===== config.mk =====
export PLATFORM = sky130hd
export DESIGN_NAME = ir_rle_rx
export DESIGN_NICKNAME = d
export VERILOG_FILES = /design/src/rtl/ir_rle_pkg.sv /design/src/rtl/ir_rle_tick.sv /design/src/rtl/ir_rle_runlen.sv /design/src/rtl/ir_rle_fifo.sv /design/src/rtl/ir_rle_rx.sv
export SDC_FILE = /design/constraint.sdc
export NUM_CORES = 1
export LEC_CHECK = 0
export ABC_AREA = 1
export BUFFER_PORTS_ARGS = -buffer_cell sky130_fd_sc_hd__buf_4
export CELL_PAD_IN_SITES_DETAIL_PLACEMENT = 0
export CELL_PAD_IN_SITES_GLOBAL_PLACEMENT = 1
export CORE_MARGIN = 5
export CORE_UTILIZATION = 30
export CTS_CLUSTER_SIZE = 12
export DETAILED_ROUTE_END_ITERATION = 6
export GPL_ROUTABILITY_DRIVEN = 0
export PLACE_DENSITY_LB_ADDON = 0.05
export SYNTH_ARGS = -nofsm -noshare
export SYNTH_HDL_FRONTEND = slang
export SYNTH_SLANG_ARGS = --single-unit

===== constraint.sdc =====
create_clock -name clk -period 3.9 [get_ports clk]
set_input_delay 0.39 -clock clk [delete_from_list [all_inputs] [get_ports clk]]
set_output_delay 0.39 -clock clk [all_outputs]
set_load 0.02 [all_outputs]

===== src/rtl/ir_rle_pkg.sv =====
package ir_rle_pkg;
   typedef enum logic {
      LVL_PULSE = 1'b0,
      LVL_SPACE = 1'b1
   } ir_level_e;

   localparam int unsigned DEF_CNT_W      = 7;
   localparam int unsigned DEF_FIFO_DEPTH = 16;
   localparam int unsigned DEF_TICK_CLKS  = 240;
endpackage


===== src/rtl/ir_rle_tick.sv =====
module ir_rle_tick #(
   parameter int unsigned CLK_PER_TICK = ir_rle_pkg::DEF_TICK_CLKS
) (
   input  logic clk,
   input  logic rst_n,
   input  logic active,
   output logic tick
);
   localparam int unsigned PW = (CLK_PER_TICK > 2) ? $clog2(CLK_PER_TICK) : 1;
   localparam logic [PW-1:0] LAST = PW'(CLK_PER_TICK - 1);

   generate
      if (CLK_PER_TICK < 2) begin : g_bad_period
         $error("CLK_PER_TICK must be at least 2");
      end
   endgenerate

   logic [PW-1:0] pre_q;

   always_ff @(posedge clk or negedge rst_n) begin
      if (!rst_n)
         pre_q <= '0;
      else if (!active)
         pre_q <= '0;
      else if (pre_q == LAST)
         pre_q <= '0;
      else
         pre_q <= pre_q + 1'b1;
   end

   assign tick = active && (pre_q == LAST);


   tick_spacing_chk: assert property (@(posedge clk) disable iff (!rst_n)
      tick |=> !tick);
endmodule


===== src/rtl/ir_rle_runlen.sv =====
module ir_rle_runlen #(
   parameter int unsigned CNT_W = ir_rle_pkg::DEF_CNT_W
) (
   input  logic             clk,
   input  logic             rst_n,
   input  logic             active,
   input  logic             tick,
   input  logic             lvl,
   output logic             push,
   output logic [CNT_W:0]   code
);
   import ir_rle_pkg::*;

   localparam logic [CNT_W-1:0] CNT_MAX = {CNT_W{1'b1}};
   localparam logic [CNT_W-1:0] CNT_ONE = CNT_W'(1);

   generate
      if (CNT_W < 2) begin : g_bad_width
         $error("CNT_W must be at least 2");
      end
   endgenerate

   ir_level_e        cur_q;
   logic [CNT_W-1:0] cnt_q;

   always_ff @(posedge clk or negedge rst_n) begin
      if (!rst_n) begin
         cur_q <= LVL_SPACE;
         cnt_q <= '0;
         push  <= 1'b0;
         code  <= '0;
      end else begin
         push <= 1'b0;
         if (!active) begin
            cnt_q <= '0;
         end else if (tick) begin
            if (cnt_q == '0) begin
               cur_q <= ir_level_e'(lvl);
               cnt_q <= CNT_ONE;
            end else if (lvl != cur_q) begin
               push  <= 1'b1;
               code  <= {cur_q, cnt_q};
               cur_q <= ir_level_e'(lvl);
               cnt_q <= CNT_ONE;
            end else if (cnt_q == CNT_MAX) begin
               push  <= 1'b1;
               code  <= {cur_q, CNT_MAX};
               cnt_q <= CNT_ONE;
            end else begin
               cnt_q <= cnt_q + 1'b1;
            end
         end
      end
   end


   code_nonzero_chk: assert property (@(posedge clk) disable iff (!rst_n)
      push |-> (code[CNT_W-1:0] != '0));

   gated_quiet_chk: assert property (@(posedge clk) disable iff (!rst_n)
      !active |=> !push);

   sat_split_chk: assert property (@(posedge clk) disable iff (!rst_n)
      (active && tick && cnt_q == CNT_MAX && lvl == cur_q) |=> (push && code[CNT_W-1:0] == CNT_MAX));

   restart_chk: assert property (@(posedge clk) disable iff (!rst_n)
      (active && tick && cnt_q != '0 && lvl != cur_q) |=> (cnt_q == CNT_ONE && push));
endmodule


===== src/rtl/ir_rle_fifo.sv =====
module ir_rle_fifo #(
   parameter int unsigned DW    = 8,
   parameter int unsigned DEPTH = ir_rle_pkg::DEF_FIFO_DEPTH
) (
   input  logic          clk,
   input  logic          rst_n,
   input  logic          wr_en,
   input  logic [DW-1:0] wr_data,
   input  logic          rd_en,
   output logic [DW-1:0] rd_data,
   output logic          not_empty,
   input  logic          ovr_clr,
   output logic          overrun
);
   localparam int unsigned AW = $clog2(DEPTH);
   localparam logic [AW:0] FULL_CNT = (AW+1)'(DEPTH);

   generate
      if (DEPTH < 2 || (DEPTH & (DEPTH - 1)) != 0) begin : g_bad_depth
         $error("DEPTH must be a power of two, at least 2");
      end
   endgenerate

   logic [DW-1:0] mem [DEPTH];
   logic [AW-1:0] wptr_q, rptr_q;
   logic [AW:0]   cnt_q;
   logic          full, empty, do_wr, do_rd;

   assign full    = (cnt_q == FULL_CNT);
   assign empty   = (cnt_q == '0);
   assign do_rd   = rd_en && !empty;
   assign do_wr   = wr_en && (!full || do_rd);
   assign rd_data = mem[rptr_q];
   assign not_empty = !empty;

   always_ff @(posedge clk) begin
      if (do_wr)
         mem[wptr_q] <= wr_data;
   end

   always_ff @(posedge clk or negedge rst_n) begin
      if (!rst_n) begin
         wptr_q  <= '0;
         rptr_q  <= '0;
         cnt_q   <= '0;
         overrun <= 1'b0;
      end else begin
         if (do_wr)
            wptr_q <= wptr_q + 1'b1;
         if (do_rd)
            rptr_q <= rptr_q + 1'b1;
         case ({do_wr, do_rd})
            2'b10:   cnt_q <= cnt_q + 1'b1;
            2'b01:   cnt_q <= cnt_q - 1'b1;
            default: cnt_q <= cnt_q;
         endcase
         overrun <= (overrun && !ovr_clr) || (wr_en && !do_wr);
      end
   end


   no_overflow_chk: assert property (@(posedge clk) disable iff (!rst_n)
      cnt_q <= FULL_CNT);

   drain_empty_chk: assert property (@(posedge clk) disable iff (!rst_n)
      (rd_en && !wr_en && cnt_q == (AW+1)'(1)) |=> !not_empty);

   ovr_set_chk: assert property (@(posedge clk) disable iff (!rst_n)
      (wr_en && full && !rd_en) |=> overrun);

   ovr_hold_chk: assert property (@(posedge clk) disable iff (!rst_n)
      (overrun && !ovr_clr) |=> overrun);
endmodule


===== src/rtl/ir_rle_rx.sv =====
module ir_rle_rx #(
   parameter int unsigned CLK_PER_TICK = ir_rle_pkg::DEF_TICK_CLKS,
   parameter int unsigned CNT_W        = ir_rle_pkg::DEF_CNT_W,
   parameter int unsigned FIFO_DEPTH   = ir_rle_pkg::DEF_FIFO_DEPTH,
   parameter int unsigned SYNC_STAGES  = 2
) (
   input  logic             clk,
   input  logic             rst_n,
   input  logic             ir_in,
   input  logic             invert_en,
   input  logic             rx_disable,
   input  logic             tx_busy,
   input  logic             txrx_allow,
   input  logic             rd_en,
   output logic [CNT_W:0]   rd_data,
   output logic             data_avail,
   input  logic             ovr_clr,
   output logic             overrun
);
   localparam int unsigned CODE_W = CNT_W + 1;

   logic line_sync, active, tick, push;
   logic [CODE_W-1:0] code;

   generate
      if (SYNC_STAGES == 0) begin : g_nosync
         assign line_sync = ir_in;
      end else begin : g_sync
         logic [SYNC_STAGES-1:0] sync_q;
         always_ff @(posedge clk or negedge rst_n) begin
            if (!rst_n)
               sync_q <= '1;
            else if (SYNC_STAGES == 1)
               sync_q[0] <= ir_in;
            else
               sync_q <= {sync_q[SYNC_STAGES-2:0], ir_in};
         end
         assign line_sync = sync_q[SYNC_STAGES-1];
      end
   endgenerate

   assign active = !rx_disable && !(tx_busy && !txrx_allow);

   ir_rle_tick #(.CLK_PER_TICK(CLK_PER_TICK)) u_tick (
      .clk    (clk),
      .rst_n  (rst_n),
      .active (active),
      .tick   (tick)
   );

   ir_rle_runlen #(.CNT_W(CNT_W)) u_runlen (
      .clk    (clk),
      .rst_n  (rst_n),
      .active (active),
      .tick   (tick),
      .lvl    (line_sync ^ invert_en),
      .push   (push),
      .code   (code)
   );

   ir_rle_fifo #(.DW(CODE_W), .DEPTH(FIFO_DEPTH)) u_fifo (
      .clk       (clk),
      .rst_n     (rst_n),
      .wr_en     (push),
      .wr_data   (code),
      .rd_en     (rd_en),
      .rd_data   (rd_data),
      .not_empty (data_avail),
      .ovr_clr   (ovr_clr),
      .overrun   (overrun)
   );


   tx_mask_chk: assert property (@(posedge clk) disable iff (!rst_n)
      (tx_busy && !txrx_allow) |-> !tick);
endmodule


==> results.py, run 1 <==
metrics = {
    "run_status": {
        "status": "finished, final reports clean",
    },
    "sta": {
        "worstMarginPinSlew_ps": 1190,
        "period_share_pct": 76.9,
        "grt_setup_unrepaired": "no",
        "fin_tns_setup_ps": 0,
        "maxSlewHeadroom_pct": 20.2,
        "fmax_mhz": 333,
        "setup_viol": 0,
        "fin_skew_ps": 17.9,
        "maxSlewViolCount": 0,
        "hold_viol_final": 0,
        "period_needed_ps": 3000,
    },
    "die": {
        "dieArea_um2": 27700,
        "die-height_um": 166,
        "fp-row-count": 57,
        "start_util_pct": 30.4,
        "fp.coreArea_um2": 24200,
        "io_pins": 19,
        "die_x_um": 166,
    },
    "cts": {
        "clk_pin_slew_worst_paths_ps": 70,
        "cts_resized": 0,
        "cts_sinks": 169,
        "clock_latency_ps": 440,
        "clockBufferDepth": 2,
        "cts_tree": "done",
        "cts_max_level": 4,
        "numCtsBuffers": 17,
        "ctsRootBufferMaster": "clkbuf_16",
    },
    "synthesis": {
        "netlist-cell-type-count": 40,
        "synth_cells": 631,
        "syn_nets": 652,
        "ys_ff_latch": 169,
        "yosys_warnings": 0,
        "netlist_top_cells_area": "edfxtp_1 52%, dfrtp_1 13%, nor2_1 5.5%, o21ai_0 4.9%, o211ai_1 3.3%",
        "async_reset_ff_share_pct": 24.3,
        "avgSynthCellArea_um2": 11.6,
        "synth_most_common_cell": "edfxtp_1",
        "synthTopCellsByCount": "128 x edfxtp_1, 108 x nor2_1, 72 x o21ai_0",
        "syn-cell-area_um2": 7340,
        "yosysSeqAreaShare_pct": 66.4,
        "yosysTopAreaCell": "edfxtp_1",
        "synth_edf_count": 128,
        "yosys.area.top_type_share_pct": 52.4,
        "synth_ff_type": "edfxtp_1",
    },
    "placement": {
        "place_inst": 952,
        "io_buffers": 18,
        "dpl.hpwl_mm": 11.6,
    },
    "critical_path": {
        "crit_cells": 7,
        "critPathCaptureType": "output pin",
        "slowest_stage": "dfrtp_1",
        "r2r_cells": 7,
        "r2r-start": "u_fifo.cnt_q[4]",
        "start_kind": "flop",
        "worstPathArrival_ps": 2610,
        "crit_buf_inv": 2,
        "crit_start": "u_fifo.rptr_q[1]",
        "crit_path_end": "rd_data[0]",
        "worstPathMaxFanout": 24,
        "cp_data_required_time_ps": 3510,
        "worstSetupPathType": "flop to output pin",
        "path_cells": "inv_2, nor2_1, o21ai_0, o211ai_1, nand3_1, nand2_1, buf_4",
        "r2r-end": "u_fifo.mem[12][1]",
        "slowest_delay_ps": 910,
        "critical_path.top_delay_family": "flip-flops",
        "rrSetupSlack_ps": 1480,
    },
    "global_routing": {
        "grt-ovfl-total": 0,
        "grt.total_usage_pct": 13.6,
        "first_global_vias": 4792,
        "antenna_found_initial": 0,
        "grt_max_degree": 74,
        "grt_pass1_wl_mm": 28.6,
    },
    "power_and_ir_drop": {
        "peakVddDrop_mv": 0.385,
        "p_leak_nw": 3.39,
        "cellPowerDensity_nw_per_um2": 650,
    },
    "detailed_routing": {
        "wire_per_inst_um": 18.7,
        "antenna_left": 0,
        "drc_errors": 0,
        "drt_iter0_markers": 261,
        "vias": 4619,
        "drtPass1Iterations": 5,
        "wl_mm": 18.4,
        "vias_per_cell": 4.69,
    },
    "layout": {
        "final_cells": 985,
        "diodes": 0,
        "drive_above_1_share_pct": 14.5,
        "multi_input_area_um2": 2160,
        "fillers": 2424,
        "regArea_um2": 4870,
        "syn_to_final_growth_pct": 14.4,
        "fin_nets": 669,
    },
    "job": {
        "drv_cap": 0,
    },
    "min_path": {
        "min_path_cells": 1,
        "hp-class": "input pin to flop",
    },
}
==> kinds of logic after synthesis <==
logic type / Yosys count / synth area share (%)
fa+ha+maj: 12 / 2.15
simple gates: 233 / 14.9
flops: 169 / 66.4
buf+inv: 70 / 4.21
compound gates: 132 / 10.5
xor+xnor: 15 / 1.79
==> through the flow <==
stage          hold WS [ps]  total power, mW  setup slack [ps]  utilization [%]  cell area, µm²
6_report               59.7             5.46               900             34.7            8400
3_3_place_gp            347             3.82              1370             32.2            7790
3_5_place_dp            349             3.81              1390             32.2            7790
4_1_cts                40.7             5.54               923             34.7            8400
2_1_floorplan          94.4             3.25              1940                -            7340
5_1_grt                40.9             5.80               715             34.7            8400
==> sequential cells by signal, summed over array words and instances (netlist names) <==
| register | cells |
|---|---|
| u_runlen.cur_q | 1 |
| u_runlen.cnt_q | 7 |
| u_fifo.cnt_q | 5 |
| u_fifo.rptr_q | 4 |
| u_runlen.code | 8 |
| u_fifo.overrun | 1 |
| u_fifo.mem | 128 |
| g_sync.sync_q | 2 |
| u_tick.pre_q | 8 |
| u_fifo.wptr_q | 4 |
| u_runlen.push | 1 |
==> area by class of cell <==
type	count	area share (%)
Multi-Input combinational cell	392	25.7
Clock buffer	17	5.07
Inverter	45	2.03
Sequential cell	169	58.1
Clock inverter	15	2.07
Tap cell	324	4.83
Timing Repair Buffer	23	2.24
==> repair_timing <==
item,4_1_cts,5_1_grt
setup buffers,0,0
hold buffers,1,0
endpoints found under the hold margin,38,0
setup endpoints to repair,0,0
==> report_power, final <==
group          leakage, nW  internal [mW]  switching (mW)
Sequential            2.01           1.97          0.0912
Clock                0.293          0.920           0.801
Combinational         1.08          0.574            1.11
Total                 3.39           3.46            2.00
==> placed cells by master, fill, tap and decap left out, types with 17 or more instances in the layout <==
cell         n
buf_4       21
dfrtp_1     37
edfxtp_1   128
nand3_1     33
o211ai_1    32
clkbuf_16   17
nand2_1     58
nor2_1     108
o21ai_0     72
inv_1       33
==> how the worst min path moves through the flow <==
| stage | end | from | slack, ps |
|---|---|---|---|
| 6_report | g_sync.sync_q[0] | ir_in | 60 |
| 5_1_grt | g_sync.sync_q[0] | ir_in | 40 |
| 4_1_cts | g_sync.sync_q[0] | ir_in | 40 |
| 3_5_place_dp | g_sync.sync_q[1] | g_sync.sync_q[0] | 350 |
| 3_3_place_gp | g_sync.sync_q[1] | g_sync.sync_q[0] | 350 |
| 2_1_floorplan | u_fifo.cnt_q[0] | rst_n | 90 |
==> metal layers <==
metal | GRT usage [%] | part of all wire [%]
met1 | 18.1 | 47
met2 | 22.1 | 48
met3 | 3.01 | 4.6
met4 | 4.48 | 1.3
met5 | 0 | 0
==> worst reg2reg max path, stage by stage (launching register included) <==
cell and delay (ps):
dfrtp_1 380, inv_1 100, nor2_1 50, nand3_1 110, nand2_1 150, inv_1 170
nand2_1 140, nor2_1 920
No activity file was read; power rests on OpenSTA's default activity.
==> run 2: changes to the inputs <==
==> constraint.sdc (replaced) <==
create_clock -name clk -period 3.02 [get_ports clk]
set_input_delay 0.302 -clock clk [delete_from_list [all_inputs] [get_ports clk]]
set_output_delay 0.302 -clock clk [all_outputs]
set_load 0.02 [all_outputs]
==> run 2 against run 1 <==
Core utilization hardly changed. Highest routed layer unchanged. Cell count increased by 0.20%. Sequential cell count did not move. Critical path depth rose by 2. Clock power up 26%. Worst setup slack got worse by 460 ps. Sequential power up 28%.
==> results.py, run 2 (synthesis results as in run 1) <==
metrics = {
    "layout": {
        "largest_reg_flops": 128,
        "diodes": 0,
        "syn_to_final_growth_pct": 14.3,
        "reg_top3": "u_fifo.mem (128), u_runlen.code (8), u_tick.pre_q (8)",
        "layout_common_cells": "128 x edfxtp_1, 108 x nor2_1, 72 x o21ai_0",
        "top_register": "u_fifo.mem",
        "drive_above_1_share_pct": 14.3,
        "fillers": 2465,
        "fin_nets": 671,
        "layout_commonest_cell": "edfxtp_1",
    },
    "sta": {
        "fmax_mhz": 388,
        "fin_tns_setup_ps": 0,
        "maxSlewViolCount": 0,
        "period_needed_ps": 2580,
        "grt_setup_unrepaired": "no",
        "hold_viol_final": 0,
        "setup_viol": 0,
        "period_share_pct": 85.3,
        "worstMarginPinSlew_ps": 886,
        "setup_ws_ps": 443,
        "maxSlewHeadroom_pct": 40.7,
        "fin_skew_ps": 11.0,
    },
    "die": {
        "fp-row-count": 57,
        "io_pins": 19,
        "die_x_um": 166,
        "dieArea_um2": 27700,
        "start_util_pct": 30.4,
        "fp.coreArea_um2": 24200,
        "die-height_um": 166,
    },
    "min_path": {
        "worstHoldStart": "ovr_clr",
        "hp-class": "input pin to flop",
        "min_path_cells": 2,
        "min_to": "u_fifo.overrun",
    },
    "detailed_routing": {
        "drc_errors": 0,
        "drtPass1Iterations": 5,
        "vias_per_cell": 4.64,
        "vias": 4577,
        "wl_mm": 18.6,
        "antenna_left": 0,
        "wire_per_inst_um": 18.8,
        "drt_iter0_markers": 229,
    },
    "power_and_ir_drop": {
        "p_clk_share_pct": 30.9,
        "switchingPower_mw": 2.49,
        "cellPowerDensity_nw_per_um2": 834,
        "combPwrFrac_pct": 31.6,
        "p_int_mw": 4.51,
        "peakVddDrop_mv": 0.432,
        "swShare_pct": 35.6,
        "seqPwrFrac_pct": 37.5,
        "total_power_mw": 7.00,
        "p_leak_nw": 3.38,
    },
    "critical_path": {
        "worstPathMaxFanout": 41,
        "worstPathArrival_ps": 2280,
        "slowest_stage": "dfrtp_2",
        "r2r_cells": 7,
        "slowest_delay_ps": 400,
        "r2r-end": "u_fifo.mem[13][7]",
        "crit_buf_inv": 3,
        "critical_path.top_delay_family": "buffers and inverters",
        "cpMostUsedCell": "nor2_1",
        "path_cells": "inv_2, buf_12, nor2_1, nor2_1, o21ai_0, o211ai_1, nand3_1, nand2_1, buf_4",
        "worstSetupPathType": "flop to output pin",
        "cp_data_required_time_ps": 2720,
        "rrSetupSlack_ps": 770,
        "critPathCaptureType": "output pin",
        "start_kind": "flop",
        "r2r-start": "u_fifo.cnt_q[4]",
    },
    "global_routing": {
        "grt.total_usage_pct": 13.7,
        "grt-ovfl-total": 0,
        "grt_pass1_wl_mm": 28.8,
        "antenna_found_initial": 0,
        "first_global_vias": 4654,
        "grt_max_degree": 74,
    },
    "cts": {
        "cts_tree": "done",
        "cts_resized": 0,
        "clockBufferDepth": 2,
        "clk_pin_slew_worst_paths_ps": 60,
        "cts_sinks": 169,
        "clock_latency_ps": 430,
        "cts_max_level": 4,
        "numCtsBuffers": 17,
        "ctsRootBufferMaster": "clkbuf_16",
    },
    "run_status": {
        "status": "finished, final reports clean",
    },
    "job": {
        "drv_cap": 0,
    },
    "placement": {
        "dp_slack_ps": 680,
        "io_buffers": 18,
        "dpl.hpwl_mm": 12.3,
    },
}
[run 2: timing repair]
action                                 4_1_cts  5_1_grt
endpoints found under the hold margin       39        0
hold buffers                                 2        0
setup buffers                                0        0
[run 2: power by group through the flow]
stage | logic (mW) | registers [mW] | clock network, mW
2_1_floorplan | 1.57 | 2.62 | 0
3_3_place_gp | 2.28 | 2.67 | 0
3_5_place_dp | 2.24 | 2.67 | 0
4_1_cts | 2.25 | 2.62 | 2.23
5_1_grt | 2.47 | 2.63 | 2.33
6_report | 2.21 | 2.63 | 2.16
[run 2: how the worst max path moves through the flow]
stage	depth (start not counted)	startpoint	end
CTS	6	u_fifo.rptr_q[0]	rd_data[2]
detailed placement	7	u_fifo.cnt_q[4]	u_fifo.mem[13][1]
finish	9	u_fifo.rptr_q[0]	rd_data[2]
global placement	7	u_fifo.cnt_q[4]	u_fifo.mem[13][1]
global route	8	u_fifo.rptr_q[0]	rd_data[0]
floorplan	13	u_fifo.cnt_q[1]	u_fifo.cnt_q[4]
[run 2: cell type report]
type / count / area (µm²) / share of cell area, %
clock buffers: 18 / 429 / 5.11
flip-flops and latches: 169 / 4870 / 58.1
multi-input cells: 392 / 2160 / 25.7
repair buffers: 25 / 205 / 2.44
well taps: 324 / 405 / 4.83
inverters: 45 / 170 / 2.03
clock inverters: 14 / 150 / 1.79
[run 2: metal layers]
layer,global-route usage (%),wire length (µm),vias to the layer above
met5,0,0,-
met4,4.34,257,0
met3,2.89,623,15
met2,21.3,8750,79
met1,19.3,8930,2219
li1,-,-,2264
[run 2: through the flow]
step / util, % / cell area (µm²) / hold slack (ps) / instances
6_report: 34.7 / 8390 / 63.1 / 987
5_1_grt: 34.7 / 8390 / 45.1 / 987
4_1_cts: 34.7 / 8390 / 44.3 / 987
3_5_place_dp: 32.2 / 7790 / 347 / 953
3_3_place_gp: 32.2 / 7790 / 347 / 953
2_1_floorplan: - / 7340 / 6.41 / 631
==> run 3: changes to the inputs <==
--- a/config.mk
+++ b/config.mk
@@ -14,7 +14,7 @@
 export CTS_CLUSTER_SIZE = 12
 export DETAILED_ROUTE_END_ITERATION = 6
 export GPL_ROUTABILITY_DRIVEN = 0
-export PLACE_DENSITY_LB_ADDON = 0.05
+export PLACE_DENSITY = 0.57
 export SYNTH_ARGS = -nofsm -noshare
 export SYNTH_HDL_FRONTEND = slang
 export SYNTH_SLANG_ARGS = --single-unit
==> run 3 against run 2 <==
First-iteration DRC count is 75% higher. Critical path depth is 3 lower. Critical endpoint is now rd_data[7]. Clock skew is 1.7 ps lower. Cell area is 1.4% higher. Cell count is 1.3% higher. Core utilization is 0.50 points higher. Via count is 3.0% higher.
==> results.py, run 3 (synthesis results as in run 1) <==
metrics = {
    "layout": {
        "layout_commonest_cell": "edfxtp_1",
        "drive_above_1_share_pct": 16.1,
        "top_register": "u_fifo.mem",
        "post-route-util_pct": 35.2,
        "layout_common_cells": "128 x edfxtp_1, 108 x nor2_1, 72 x o21ai_0",
        "diodes": 0,
        "final_cells": 1000,
        "largest_reg_flops": 128,
        "fin_nets": 684,
        "syn_to_final_growth_pct": 16.0,
        "reg_top3": "u_fifo.mem (128), u_runlen.code (8), u_tick.pre_q (8)",
    },
    "sta": {
        "hold_viol_final": 0,
        "fin_skew_ps": 9.28,
        "fin_tns_setup_ps": 0,
        "setup_ws_ps": 367,
        "setup_viol": 0,
        "period_needed_ps": 2650,
        "period_share_pct": 87.9,
        "maxSlewHeadroom_pct": 46.2,
        "fmax_mhz": 377,
        "grt_setup_unrepaired": "no",
        "worstMarginPinSlew_ps": 804,
        "maxSlewViolCount": 0,
    },
    "cts": {
        "cts_hold_buf": 2,
        "cts_setup_buffers": 0,
        "cts_resized": 0,
        "ctsRootBufferMaster": "clkbuf_16",
        "clock_latency_ps": 430,
        "cts_max_level": 4,
        "cts_tree": "done",
        "numCtsBuffers": 17,
        "clk_pin_slew_worst_paths_ps": 70,
        "clockBufferDepth": 2,
        "cts_sinks": 169,
    },
    "critical_path": {
        "cp_data_required_time_ps": 2720,
        "worstPathMaxFanout": 24,
        "critical_path.top_delay_family": "flip-flops",
        "slowest_delay_ps": 720,
        "crit_buf_inv": 2,
        "worstPathArrival_ps": 2350,
        "worstSetupPathType": "flop to output pin",
        "path_cells": "buf_4, o21ai_0, o211ai_1, nand3_1, nand2_1, buf_4",
        "r2r-end": "u_fifo.cnt_q[4]",
        "r2r_cells": 13,
        "slowest_stage": "dfrtp_1",
        "r2r-start": "u_fifo.cnt_q[1]",
        "cpMostUsedCell": "buf_4",
        "crit_start": "u_fifo.rptr_q[1]",
        "critPathCaptureType": "output pin",
        "rrSetupSlack_ps": 870,
        "start_kind": "flop",
    },
    "min_path": {
        "min_path_cells": 2,
        "min_to": "u_fifo.overrun",
        "hp-class": "input pin to flop",
        "worstHoldStart": "ovr_clr",
    },
    "global_routing": {
        "met3_usage_pct": 2.37,
        "grt-busiest-layer": "met2",
        "grt.total_usage_pct": 12.5,
        "first_global_vias": 4709,
        "grt.met1_usage_pct": 17.5,
        "grt_max_degree": 74,
        "grt_pass1_wl_mm": 27.1,
        "grt-ovfl-total": 0,
        "antenna_found_initial": 0,
        "use_met2_pct": 19.8,
    },
    "detailed_routing": {
        "vias_per_cell": 4.72,
        "vias": 4715,
        "drt_iter0_markers": 400,
        "drc_errors": 0,
        "wl_mm": 16.8,
        "antenna_left": 0,
        "wire_per_inst_um": 16.8,
        "drtPass1Iterations": 5,
    },
    "die": {
        "io_pins": 19,
        "die_x_um": 166,
        "fp-row-count": 57,
        "die-height_um": 166,
        "fp.coreArea_um2": 24200,
        "start_util_pct": 30.4,
        "dieArea_um2": 27700,
    },
    "job": {
        "drv_cap": 0,
    },
    "placement": {
        "dp_slack_ps": 792,
        "dpl.hpwl_mm": 10.8,
        "io_buffers": 18,
        "place_inst": 966,
    },
    "power_and_ir_drop": {
        "p_clk_share_pct": 31.2,
        "combPwrFrac_pct": 31.1,
        "p_leak_nw": 3.47,
        "seqPwrFrac_pct": 37.7,
        "cellPowerDensity_nw_per_um2": 823,
        "peakVddDrop_mv": 0.443,
        "p_int_mw": 4.48,
        "switchingPower_mw": 2.52,
        "swShare_pct": 36.0,
    },
    "run_status": {
        "status": "finished, final reports clean",
    },
}
[run 3: changes by cell type in the layout (fill, tap and decap cells not counted)]
cell,change
bufinv_16,-1
clkinvlp_2,-1
clkinv_2,-1
clkbuf_1,-1
clkinv_8,+3
clkinv_4,-1
inv_8,+2
inv_6,+4
buf_4,+13
clkinvlp_4,-4
[run 3: power groups by stage]
| stage | logic [mW] | registers, mW | clock network, mW |
|---|---|---|---|
| floorplan | 1.57 | 2.62 | 0 |
| global placement | 2.18 | 2.69 | 0 |
| detailed placement | 2.19 | 2.69 | 0 |
| CTS | 2.21 | 2.64 | 2.25 |
| global route | 2.46 | 2.65 | 2.36 |
| finish | 2.18 | 2.64 | 2.19 |
[run 3: worst max path at each step]
| stage | cells after the start | slack [ps] | endpoint |
|---|---|---|---|
| after floorplan | 13 | 1060 | u_fifo.cnt_q[4] |
| after global placement | 6 | 800 | rd_data[7] |
| after detailed placement | 6 | 790 | rd_data[7] |
| after CTS | 6 | 320 | rd_data[7] |
| after global routing | 6 | 200 | rd_data[7] |
| final | 6 | 370 | rd_data[7] |
[run 3: per-layer routing]
metal  wire length [µm]  vias up
met4                200        0
met3                628       15
met2               7870      108
met1               8070     2306
met5                  0        -
li1                   -     2286
[run 3: layout make-up]
cell class	instances	area [µm²]
Fill cell	2364	15700
Sequential cell	169	4870
Multi-Input combinational cell	392	2160
Clock buffer	17	425
Tap cell	324	405
Timing Repair Buffer	38	303
Clock inverter	15	178
Inverter	45	170
[run 3: through the flow]
stage | total power, mW | instance area, µm² | hold WS [ps]
2_1_floorplan | 4.20 | 7340 | 6.41
3_3_place_gp | 4.87 | 7890 | 326
3_5_place_dp | 4.89 | 7890 | 337
4_1_cts | 7.09 | 8510 | 40.9
5_1_grt | 7.46 | 8510 | 62.9
6_report | 7.01 | 8510 | 65.3
